## config.mk

```make
export PLATFORM = sky130hd
export DESIGN_NAME = bli_addr_coef_unit
export DESIGN_NICKNAME = d
export VERILOG_FILES = /design/src/rtl/bli_pkg.sv /design/src/rtl/bli_coord_split.sv /design/src/rtl/bli_bank_addr.sv /design/src/rtl/bli_weight_gen.sv /design/src/rtl/bli_addr_coef_unit.sv
export SDC_FILE = /design/constraint.sdc
export NUM_CORES = 2
export LEC_CHECK = 0
export BUFFER_PORTS_ARGS = -buffer_cell sky130_fd_sc_hd__buf_2
export CORE_MARGIN = 2
export CORE_UTILIZATION = 48
export CTS_CLUSTER_DIAMETER = 30
export CTS_CLUSTER_SIZE = 12
export DETAILED_ROUTE_END_ITERATION = 12
export PLACE_DENSITY = 0.62
export SYNTH_ARGS = -nofsm -noshare
export SYNTH_HDL_FRONTEND = slang
export SYNTH_SLANG_ARGS = --single-unit
```

## constraint.sdc

```tcl
create_clock -name clk -period 23.8 [get_ports clk]
set_input_delay 2.38 -clock clk [delete_from_list [all_inputs] [get_ports clk]]
set_output_delay 2.38 -clock clk [all_outputs]
set_load 0.01 [all_outputs]
```

## src/rtl/bli_pkg.sv

```systemverilog
package bli_pkg;

  localparam int COORD_INT_W  = 8;
  localparam int COORD_FRAC_W = 7;
  localparam int DIM_W        = 8;
  localparam int CHAN_W       = 8;
  localparam int GRP_W        = 3;
  localparam int ADDR_W       = 16;

  // Corner numbering: bit 0 selects the upper column, bit 1 the upper row.
  typedef enum logic [1:0] {
    CORNER_LB = 2'd0,
    CORNER_RB = 2'd1,
    CORNER_LT = 2'd2,
    CORNER_RT = 2'd3
  } corner_e;

  function automatic logic corner_col_up(corner_e c);
    return (c == CORNER_RB) || (c == CORNER_RT);
  endfunction

  function automatic logic corner_row_up(corner_e c);
    return (c == CORNER_LT) || (c == CORNER_RT);
  endfunction

endpackage

```

## src/rtl/bli_coord_split.sv

```systemverilog
module bli_coord_split #(
  parameter int IW = bli_pkg::COORD_INT_W,
  parameter int FW = bli_pkg::COORD_FRAC_W,
  parameter int HW = bli_pkg::DIM_W
) (
  input  logic          clk,
  input  logic          rst,
  input  logic [IW+FW-1:0] in_x,
  input  logic [IW+FW-1:0] in_y,
  input  logic [HW-1:0] cfg_width,
  input  logic [HW-1:0] cfg_height,
  output logic [IW-1:0] xf_q,
  output logic [IW-1:0] yf_q,
  output logic [FW-1:0] dx_q,
  output logic [FW-1:0] dy_q,
  output logic          oor_q
);

  localparam int XW = IW + FW;
  localparam int EW = IW + HW + 1;

  // true when floor+1 reaches or passes the limit
  function automatic logic past_edge(logic [IW-1:0] f, logic [HW-1:0] lim);
    return (EW'(f) + EW'(1)) >= EW'(lim);
  endfunction

  logic [IW-1:0] x_int, y_int;
  logic [FW-1:0] x_frac, y_frac;
  logic          edge_hit;

  assign x_int    = in_x[XW-1:FW];
  assign y_int    = in_y[XW-1:FW];
  assign x_frac   = in_x[FW-1:0];
  assign y_frac   = in_y[FW-1:0];
  assign edge_hit = past_edge(x_int, cfg_width) || past_edge(y_int, cfg_height);

  always_ff @(posedge clk) begin
    if (rst) begin
      xf_q  <= '0;
      yf_q  <= '0;
      dx_q  <= '0;
      dy_q  <= '0;
      oor_q <= 1'b0;
    end else begin
      xf_q  <= x_int;
      yf_q  <= y_int;
      dx_q  <= x_frac;
      dy_q  <= y_frac;
      oor_q <= edge_hit;
    end
  end

endmodule

```

## src/rtl/bli_bank_addr.sv

```systemverilog
module bli_bank_addr #(
  parameter int IW = bli_pkg::COORD_INT_W,
  parameter int HW = bli_pkg::DIM_W,
  parameter int CW = bli_pkg::CHAN_W,
  parameter int GW = bli_pkg::GRP_W,
  parameter int AW = bli_pkg::ADDR_W
) (
  input  logic               clk,
  input  logic               rst,
  input  logic [IW-1:0]      xf,
  input  logic [IW-1:0]      yf,
  input  logic [HW-1:0]      cfg_height,
  input  logic [CW-1:0]      cfg_chan,
  input  logic [GW-1:0]      cfg_grp_log2,
  input  logic [AW-1:0]      cfg_base,
  output logic [3:0][AW-1:0] addr
);

  import bli_pkg::*;

  localparam int LW  = IW + HW + 1;
  localparam int IDW = CW + 1;
  localparam int PW  = LW + IDW;

  function automatic logic [HW-1:0] row_pitch(logic [HW-1:0] h);
    return h >> 1;
  endfunction

  function automatic logic [IDW-1:0] chan_groups(logic [CW-1:0] c, logic [GW-1:0] g);
    return (IDW'(c) + ((IDW'(1) << g) - IDW'(1))) >> g;
  endfunction

  function automatic logic [LW-1:0] lin_of(logic [IW:0] xc, logic [IW:0] yc,
                                           logic [HW-1:0] jj);
    return LW'(yc >> 1) * LW'(jj) + LW'(xc >> 1);
  endfunction

  logic [HW-1:0]  pitch_j;
  logic [IDW-1:0] stride_i;

  assign pitch_j  = row_pitch(cfg_height);
  assign stride_i = chan_groups(cfg_chan, cfg_grp_log2);

  for (genvar k = 0; k < 4; k++) begin : g_corner
    localparam corner_e CN = corner_e'(k);
    localparam logic    OX = corner_col_up(CN);
    localparam logic    OY = corner_row_up(CN);

    logic [IW:0]   xc, yc;
    logic [LW-1:0] lin;
    logic [AW-1:0] prod_q, addr_q;

    assign xc  = (IW+1)'(xf) + (IW+1)'(OX);
    assign yc  = (IW+1)'(yf) + (IW+1)'(OY);
    assign lin = lin_of(xc, yc, pitch_j);

    always_ff @(posedge clk) begin
      if (rst) begin
        prod_q <= '0;
        addr_q <= '0;
      end else begin
        prod_q <= AW'(PW'(lin) * PW'(stride_i));
        addr_q <= prod_q - cfg_base;
      end
    end

    assign addr[k] = addr_q;
  end

endmodule

```

## src/rtl/bli_weight_gen.sv

```systemverilog
module bli_weight_gen #(
  parameter int FW = bli_pkg::COORD_FRAC_W
) (
  input  logic        clk,
  input  logic        rst,
  input  logic        vld_s1,
  input  logic [FW-1:0] dx,
  input  logic [FW-1:0] dy,
  output logic [FW:0] w_lb,
  output logic [FW:0] w_rb,
  output logic [FW:0] w_lt,
  output logic [FW:0] w_rt
);

  localparam int WW = FW + 1;
  localparam int MW = 2 * FW;
  localparam logic [WW:0] ONE = (WW+1)'(1) << FW;

  function automatic logic [FW-1:0] frac_mul(logic [FW-1:0] a, logic [FW-1:0] b);
    return FW'((MW'(a) * MW'(b)) >> FW);
  endfunction

  function automatic logic [WW-1:0] corner_far(logic [FW-1:0] a, logic [FW-1:0] b,
                                              logic [FW-1:0] g);
    logic [WW:0] t;
    t = ONE - (WW+1)'(a) - (WW+1)'(b) + (WW+1)'(g);
    return t[WW-1:0];
  endfunction

  logic [FW-1:0] dx_q, dy_q, gamma_q;
  logic          v2_q;
  logic          gamma_fits;

  // stage 2: the one shared multiply
  always_ff @(posedge clk) begin
    if (rst) begin
      dx_q    <= '0;
      dy_q    <= '0;
      gamma_q <= '0;
      v2_q    <= 1'b0;
    end else begin
      dx_q    <= dx;
      dy_q    <= dy;
      gamma_q <= frac_mul(dx, dy);
      v2_q    <= vld_s1;
    end
  end

  assign gamma_fits = (gamma_q <= dx_q) && (gamma_q <= dy_q);

  // stage 3: additions and subtractions only
  always_ff @(posedge clk) begin
    if (rst) begin
      w_lb <= '0;
      w_rb <= '0;
      w_lt <= '0;
      w_rt <= '0;
    end else begin
      w_rt <= WW'(gamma_q);
      w_rb <= WW'(dx_q) - WW'(gamma_q);
      w_lt <= WW'(dy_q) - WW'(gamma_q);
      w_lb <= corner_far(dx_q, dy_q, gamma_q);
    end
  end


  gamma_bound_chk: assert property (@(posedge clk) disable iff (rst)
    v2_q |-> gamma_fits);

endmodule

```

## src/rtl/bli_addr_coef_unit.sv

```systemverilog
module bli_addr_coef_unit #(
  parameter int IW = bli_pkg::COORD_INT_W,
  parameter int FW = bli_pkg::COORD_FRAC_W,
  parameter int HW = bli_pkg::DIM_W,
  parameter int CW = bli_pkg::CHAN_W,
  parameter int GW = bli_pkg::GRP_W,
  parameter int AW = bli_pkg::ADDR_W
) (
  input  logic             clk,
  input  logic             rst,
  input  logic             in_valid,
  input  logic [IW+FW-1:0] in_x,
  input  logic [IW+FW-1:0] in_y,
  input  logic [HW-1:0]    cfg_height,
  input  logic [HW-1:0]    cfg_width,
  input  logic [CW-1:0]    cfg_chan,
  input  logic [GW-1:0]    cfg_grp_log2,
  input  logic [AW-1:0]    cfg_base,
  output logic             out_valid,
  output logic             out_oor,
  output logic [AW-1:0]    out_addr_lb,
  output logic [AW-1:0]    out_addr_rb,
  output logic [AW-1:0]    out_addr_lt,
  output logic [AW-1:0]    out_addr_rt,
  output logic [FW:0]      out_w_lb,
  output logic [FW:0]      out_w_rb,
  output logic [FW:0]      out_w_lt,
  output logic [FW:0]      out_w_rt
);

  import bli_pkg::*;

  localparam int SW = FW + 3;
  localparam logic [SW-1:0] ONE_SUM = SW'(1) << FW;

  logic [IW-1:0]      xf_s1, yf_s1;
  logic [FW-1:0]      dx_s1, dy_s1;
  logic               oor_s1;
  logic [2:0]         vld_pipe;
  logic [1:0]         oor_pipe;
  logic [3:0][AW-1:0] addr_all;
  logic [SW-1:0]      w_sum;

  bli_coord_split #(.IW(IW), .FW(FW), .HW(HW)) u_split (
    .clk        (clk),
    .rst        (rst),
    .in_x       (in_x),
    .in_y       (in_y),
    .cfg_width  (cfg_width),
    .cfg_height (cfg_height),
    .xf_q       (xf_s1),
    .yf_q       (yf_s1),
    .dx_q       (dx_s1),
    .dy_q       (dy_s1),
    .oor_q      (oor_s1)
  );

  bli_bank_addr #(.IW(IW), .HW(HW), .CW(CW), .GW(GW), .AW(AW)) u_addr (
    .clk          (clk),
    .rst          (rst),
    .xf           (xf_s1),
    .yf           (yf_s1),
    .cfg_height   (cfg_height),
    .cfg_chan     (cfg_chan),
    .cfg_grp_log2 (cfg_grp_log2),
    .cfg_base     (cfg_base),
    .addr         (addr_all)
  );

  bli_weight_gen #(.FW(FW)) u_wgt (
    .clk    (clk),
    .rst    (rst),
    .vld_s1 (vld_pipe[0]),
    .dx     (dx_s1),
    .dy     (dy_s1),
    .w_lb   (out_w_lb),
    .w_rb   (out_w_rb),
    .w_lt   (out_w_lt),
    .w_rt   (out_w_rt)
  );

  always_ff @(posedge clk) begin
    if (rst) begin
      vld_pipe <= '0;
      oor_pipe <= '0;
    end else begin
      vld_pipe <= {vld_pipe[1:0], in_valid};
      oor_pipe <= {oor_pipe[0], oor_s1};
    end
  end

  assign out_valid   = vld_pipe[2];
  assign out_oor     = oor_pipe[1];
  assign out_addr_lb = addr_all[CORNER_LB];
  assign out_addr_rb = addr_all[CORNER_RB];
  assign out_addr_lt = addr_all[CORNER_LT];
  assign out_addr_rt = addr_all[CORNER_RT];

  assign w_sum = SW'(out_w_lb) + SW'(out_w_rb) + SW'(out_w_lt) + SW'(out_w_rt);


  reset_quiet_chk: assert property (@(posedge clk) rst |=> !out_valid);


  valid_latency_chk: assert property (@(posedge clk) disable iff (rst)
    in_valid |=> ##2 out_valid);


  weight_sum_chk: assert property (@(posedge clk) disable iff (rst)
    out_valid |-> (w_sum == ONE_SUM));


  flat_x_chk: assert property (@(posedge clk) disable iff (rst)
    (in_valid && (in_x[FW-1:0] == '0)) |=> ##2 (out_w_rb == '0 && out_w_rt == '0));


  even_col_chk: assert property (@(posedge clk) disable iff (rst)
    (in_valid && !in_x[FW]) |=> ##2 (out_addr_rb == out_addr_lb));


  even_row_chk: assert property (@(posedge clk) disable iff (rst)
    (in_valid && !in_y[FW]) |=> ##2 (out_addr_lt == out_addr_lb));

endmodule

```

-- Yosys cells after proc, flatten, opt, wreduce, memory -nomap -nowiden
Index checks and enable logic that the tools add are counted.
- register bits: 217
- bits of input ports: 76
- output and inout port bits: 98
- logic and storage cells: 54
- add/sub/neg operators: 19
- multipliers: 7
- order comparisons: 2
- shift operators: 2
- reductions and logical operators: 1
- operators with widths (kind ; number):
    $mul 17x9->16 ; 4
    $sub 16x16->16 ; 4
    $add 8x1->9 const B ; 4
    $add 17x7->17 ; 2
    $add 17x8->17 ; 2
    $ge 17x8->1 ; 2
    $mul 7x7->14 ; 2
    $sub 7x7->8 ; 2
    $mul 8x7->15 ; 1
    $add 8x9->9 ; 1
    $shl 1x3->9 const A ; 1
    $shr 9x3->9 ; 1
    $sub 9x1->9 const B ; 1
    $add 8x7->8 ; 1
    $sub 8x7->8 ; 1
    $sub 8x7->8 const A ; 1
    $logic_or 1x1->1 ; 1

-- Logic depth before layout (Yosys ltp)
- word-level depth: 5
- depth in mapped cells: 43
- mapped depth without buffers: 42

-- Cells and area by module
From an unflattened synthesis, not the netlist that was laid out.
- cells, all modules: 3387
- area total of the unflattened synthesis: 28917.7 um^2
- modules (own cells, without submodules) (module ; times used ; cells an instance ; area an instance (um^2) ; seq. area each (um^2)):
    bli_bank_addr ; 1 ; 2811 ; 23451.2 ; 2562.5
    bli_weight_gen ; 1 ; 415 ; 3897.5 ; 1041.0
    bli_coord_split ; 1 ; 151 ; 1437.6 ; 620.6
    bli_addr_coef_unit ; 1 ; 10 ; 131.4 ; 100.1

-- Worst setup path after synthesis
OpenSTA, ideal clock, no wires.
- kind: input-to-reg
- start: input port cfg_height[2]
- end: register u_addr.g_corner[3].prod_q[15]
- setup time: 0.128 ns
- arrival: 11.376 ns
- slack: 12.296 ns
- stages: 38
- path buffers: 0
- path through: inv_1 -> nor2_1 -> fa_1 -> inv_1 -> fa_1 -> inv_1 -> fa_1 -> inv_1 -> fa_1 -> inv_1 -> ha_1 -> o21a_2 -> o31a_1 -> a21oi_1 -> ha_1 -> or2_2 -> a31oi_1 -> o21bai_1 -> [2 not listed] -> fa_1 -> fa_1 -> inv_1 -> fa_1 -> inv_1 -> fa_1 -> inv_1 -> ha_1 -> or2_2 -> a21oi_1 -> a21oi_1 -> and4_1 -> a2111oi_0 -> o21bai_1 -> a21oi_1 -> xnor3_1 -> xor3_1 -> nor2_1
- longest elaborated chain between the ends: 3
- RTL lines (element ; line ; text):
    start, declared ; bli_addr_coef_unit.sv:14 ; input logic [HW-1:0] cfg_height,
    $mul 8x7->15 ; bli_bank_addr.sv:35 ; return LW'(yc >> 1) * LW'(jj) + LW'(xc >> 1);
    $add 17x8->17 ; bli_bank_addr.sv:35 ;
    $mul 17x9->16 ; bli_bank_addr.sv:62 ; prod_q <= AW'(PW'(lin) * PW'(stride_i));
    end signal, assigned ; bli_bank_addr.sv:62 ;
    end, declared ; bli_bank_addr.sv:51 ; logic [AW-1:0] prod_q, addr_q;
Every way passes these cells.
A chain may end at the register's enable or synchronous reset.

-- Worst setup path after layout
Ends and elaborated chain as after synthesis.

==> impl_metrics.toml <==
[status]
status = "complete, no violations"

[cells_and_area]
multi_input_area_mm2 = 0.0218
finalNetCount = 4263
fin_area_mm2 = 0.0321
layout_common_cells = "inv_1, nand2_1, fa_1, ha_1, nor2_1"
ff_latch_area_mm2 = 0.00432
diodes = 0
fin_util = 0.544
area_growth_pct = 12.4
mostFrequentLayoutCell = "inv_1"
fill_cells = 5543
layout-drive-gt1-share = 0.0997
final_cells = 4302

[floorplan]
dieWidth_um = 248
fp-row-count = 89
initial_core_util = 0.484
core_area_mm2 = 0.0589
io-pin-count = 174
die-area_mm2 = 0.0614
die_h_um = 248

[place]
hpwlAfterDp_mm = 53.5
dp_cells = 4203
gp_congestion = 0.889
place_ws_ns = 11.31
place_area_mm2 = 0.0302
io_buffers = 172

[worst_setup_path]
cp_slowest_stage_delay_ns = 0.60
arrival_ns = 12.37
cp-start-kind = "input port"
crit_path_top_delay_cell = "a2111oi_0"
critPathTopFamily = "adder cells"
critPathKind = "input port to register"
critPathMaxFanout = 11
crit_buf_inv = 9
crit_required_ns = 24.24
crit_path_end_kind = "register"

[clocking]
cts_tree = "built"
cts_hold_buf = 0
clkLatencyLatePin_ns = 0.59
post_cts.repair.setup_buffers = 0
ctsResizeCount = 0
cts_buffers = 54
clk_pin_slew_ns = 0.04
clockRootBuffer = "clkbuf_16"
htree_levels = 2
cts.sinks = 216
max-clock-path-buffers = 3

[timing]
layout_setup_ws_ns = 11.87
finalSetupTns_ns = 0
maxSlewViolCount = 0
setup_viol = 0
hold_ws_ns = 0.433
min_period_over_period = 0.501
max_freq_ghz = 0.0838
finalHoldViolCount = 0
clock_skew_ns = 0.0236
rsz0062_at_grt = "no"
slew_headroom = 0.341
worst_slew_pin_slew_ns = 0.981
period_minus_slack_ns = 11.93

[job]
maxCapViolCount = 0

[power_and_ir_drop]
pwr-share-seq = 0.100
clkPwrFrac = 0.139
peakVddDrop_mv = 0.140
combPwrFrac = 0.760
power.internal_mw = 2.74
p_per_area_mw_per_mm2 = 165
total_power_mw = 5.28
p_sw_frac = 0.481
leakage_nw = 15.5
switchingPower_mw = 2.54

[logic_synthesis]
synth.area.top_cells = "fa_1, dfxtp_1, ha_1"
synthArstFlopShare = 0
synth_seq_cells = 216
synth_top_area_frac = 0.254
syn_area_mm2 = 0.0285
yosysTopAreaCell = "fa_1"
synth.avg_cell_area_um2 = 8.57
synth-edff-count = 0
seq_area_frac_synth = 0.152
yosys_warnings = 0
synth.distinct_cells = 95
synthFlopType = "dfxtp_1"
synth_nets = 4105
syn_inst = 3328

[global_route]
antenna_found_initial = 0
grt_pass1_vias = 22300
grtUsageTotal = 0.229
grt_pass1_wl_mm = 113
grt_max_degree = 89
grt_overflow = 0

[detailed_routing]
drt_first_pass_iters = 5
vias = 21800
via_per_inst = 5.07
wl_mm = 67.6
drtIter0Drc = 1050
ant_nets = 0
wl_per_cell_um = 15.7
drc = 0

[min_path]
hp-class = "register to register"
==> final timing paths <==
check,slack (ns),from,endpoint,cells after the start
worst max-delay path,11.87,cfg_height[2],u_addr.g_corner[3].prod_q[15]$_SDFF_PP0_,39
worst min-delay path,0.43,vld_pipe[1]$_SDFF_PP0_,vld_pipe[2]$_SDFF_PP0_,1
worst max register to register,12.39,u_split.yf_q[1]$_SDFF_PP0_,u_addr.g_corner[3].prod_q[15]$_SDFF_PP0_,41
worst min register to register,0.43,vld_pipe[1]$_SDFF_PP0_,vld_pipe[2]$_SDFF_PP0_,1
==> power by group through the flow <==
stage	Sequential, mW	Combinational, mW	Clock (mW)
2_1_floorplan	0.548	3.09	0
3_3_place_gp	0.536	3.94	0
3_5_place_dp	0.537	4.00	0
4_1_cts	0.531	4.04	0.750
5_1_grt	0.538	4.66	0.771
6_report	0.529	4.01	0.735
==> cells by family after synthesis <==
kind of cell,share of synthesized area
buffers and inverters,0.0844
adders and majority gates,0.403
other,0.000131
muxes,0.00311
DFF,0.152
and+or+nand+nor,0.193
xor gates and xnor gates,0.0743
AOI/OAI and AO/OA,0.0904
==> metal layers <==
layer	vias to the layer above	wire, µm	track usage	share of wire
li1	10800	-	-	-
met1	10400	31400	0.307	0.46
met2	492	31000	0.383	0.46
met3	121	3140	0.0309	0.046
met4	0	2100	0.0740	0.031
met5	-	0	0	0
==> synthesized netlist by cell type (all sizes together) (7+ instances only) <==
cell type and count:
o21bai 14, o21ai 98, nand4 10, clkbuf 79
xnor2 136, o21a 20, dfxtp 216, buf 13
and3 14, nor2b 112, inv 543, xnor3 7
or2 17, a21oi 87, nand2b 48, ha 339
fa 362, and2 133, nor2 316, xor2 79
a211oi 18, nand3 26, or3 9, a21boi 18
o211ai 9, nand2 377, nor3 72, nor3b 9
a21o 55
==> sequential cells by signal (all words and copies together), names as in the netlist, 8 cells and up <==
signal                  cells
u_wgt.w_lb                  8
u_wgt.w_lt                  8
u_split.yf_q                8
u_wgt.w_rb                  8
u_addr.g_corner.addr_q     64
u_split.xf_q                8
u_addr.g_corner.prod_q     64
==> final cells by class <==
class	count	share of cell area
Sequential cell	216	0.135
Inverter	543	0.0636
Clock buffer	61	0.0442
Tap cell	773	0.0302
Timing Repair Buffer	194	0.0322
Multi-Input combinational cell	2477	0.681
Clock inverter	38	0.0142
==> worst register-to-register path, delay by kind of cell (launching register included) <==
kind | cells | cell delay [ns]
AOI/OAI and AO/OA | 10 | 1.99
xor gates and xnor gates | 4 | 1.53
adders and majority gates | 12 | 5.30
buffers and inverters | 7 | 0.33
DFF | 1 | 0.61
and+or+nand+nor | 8 | 1.54
(Power assumes the default switching activity.)
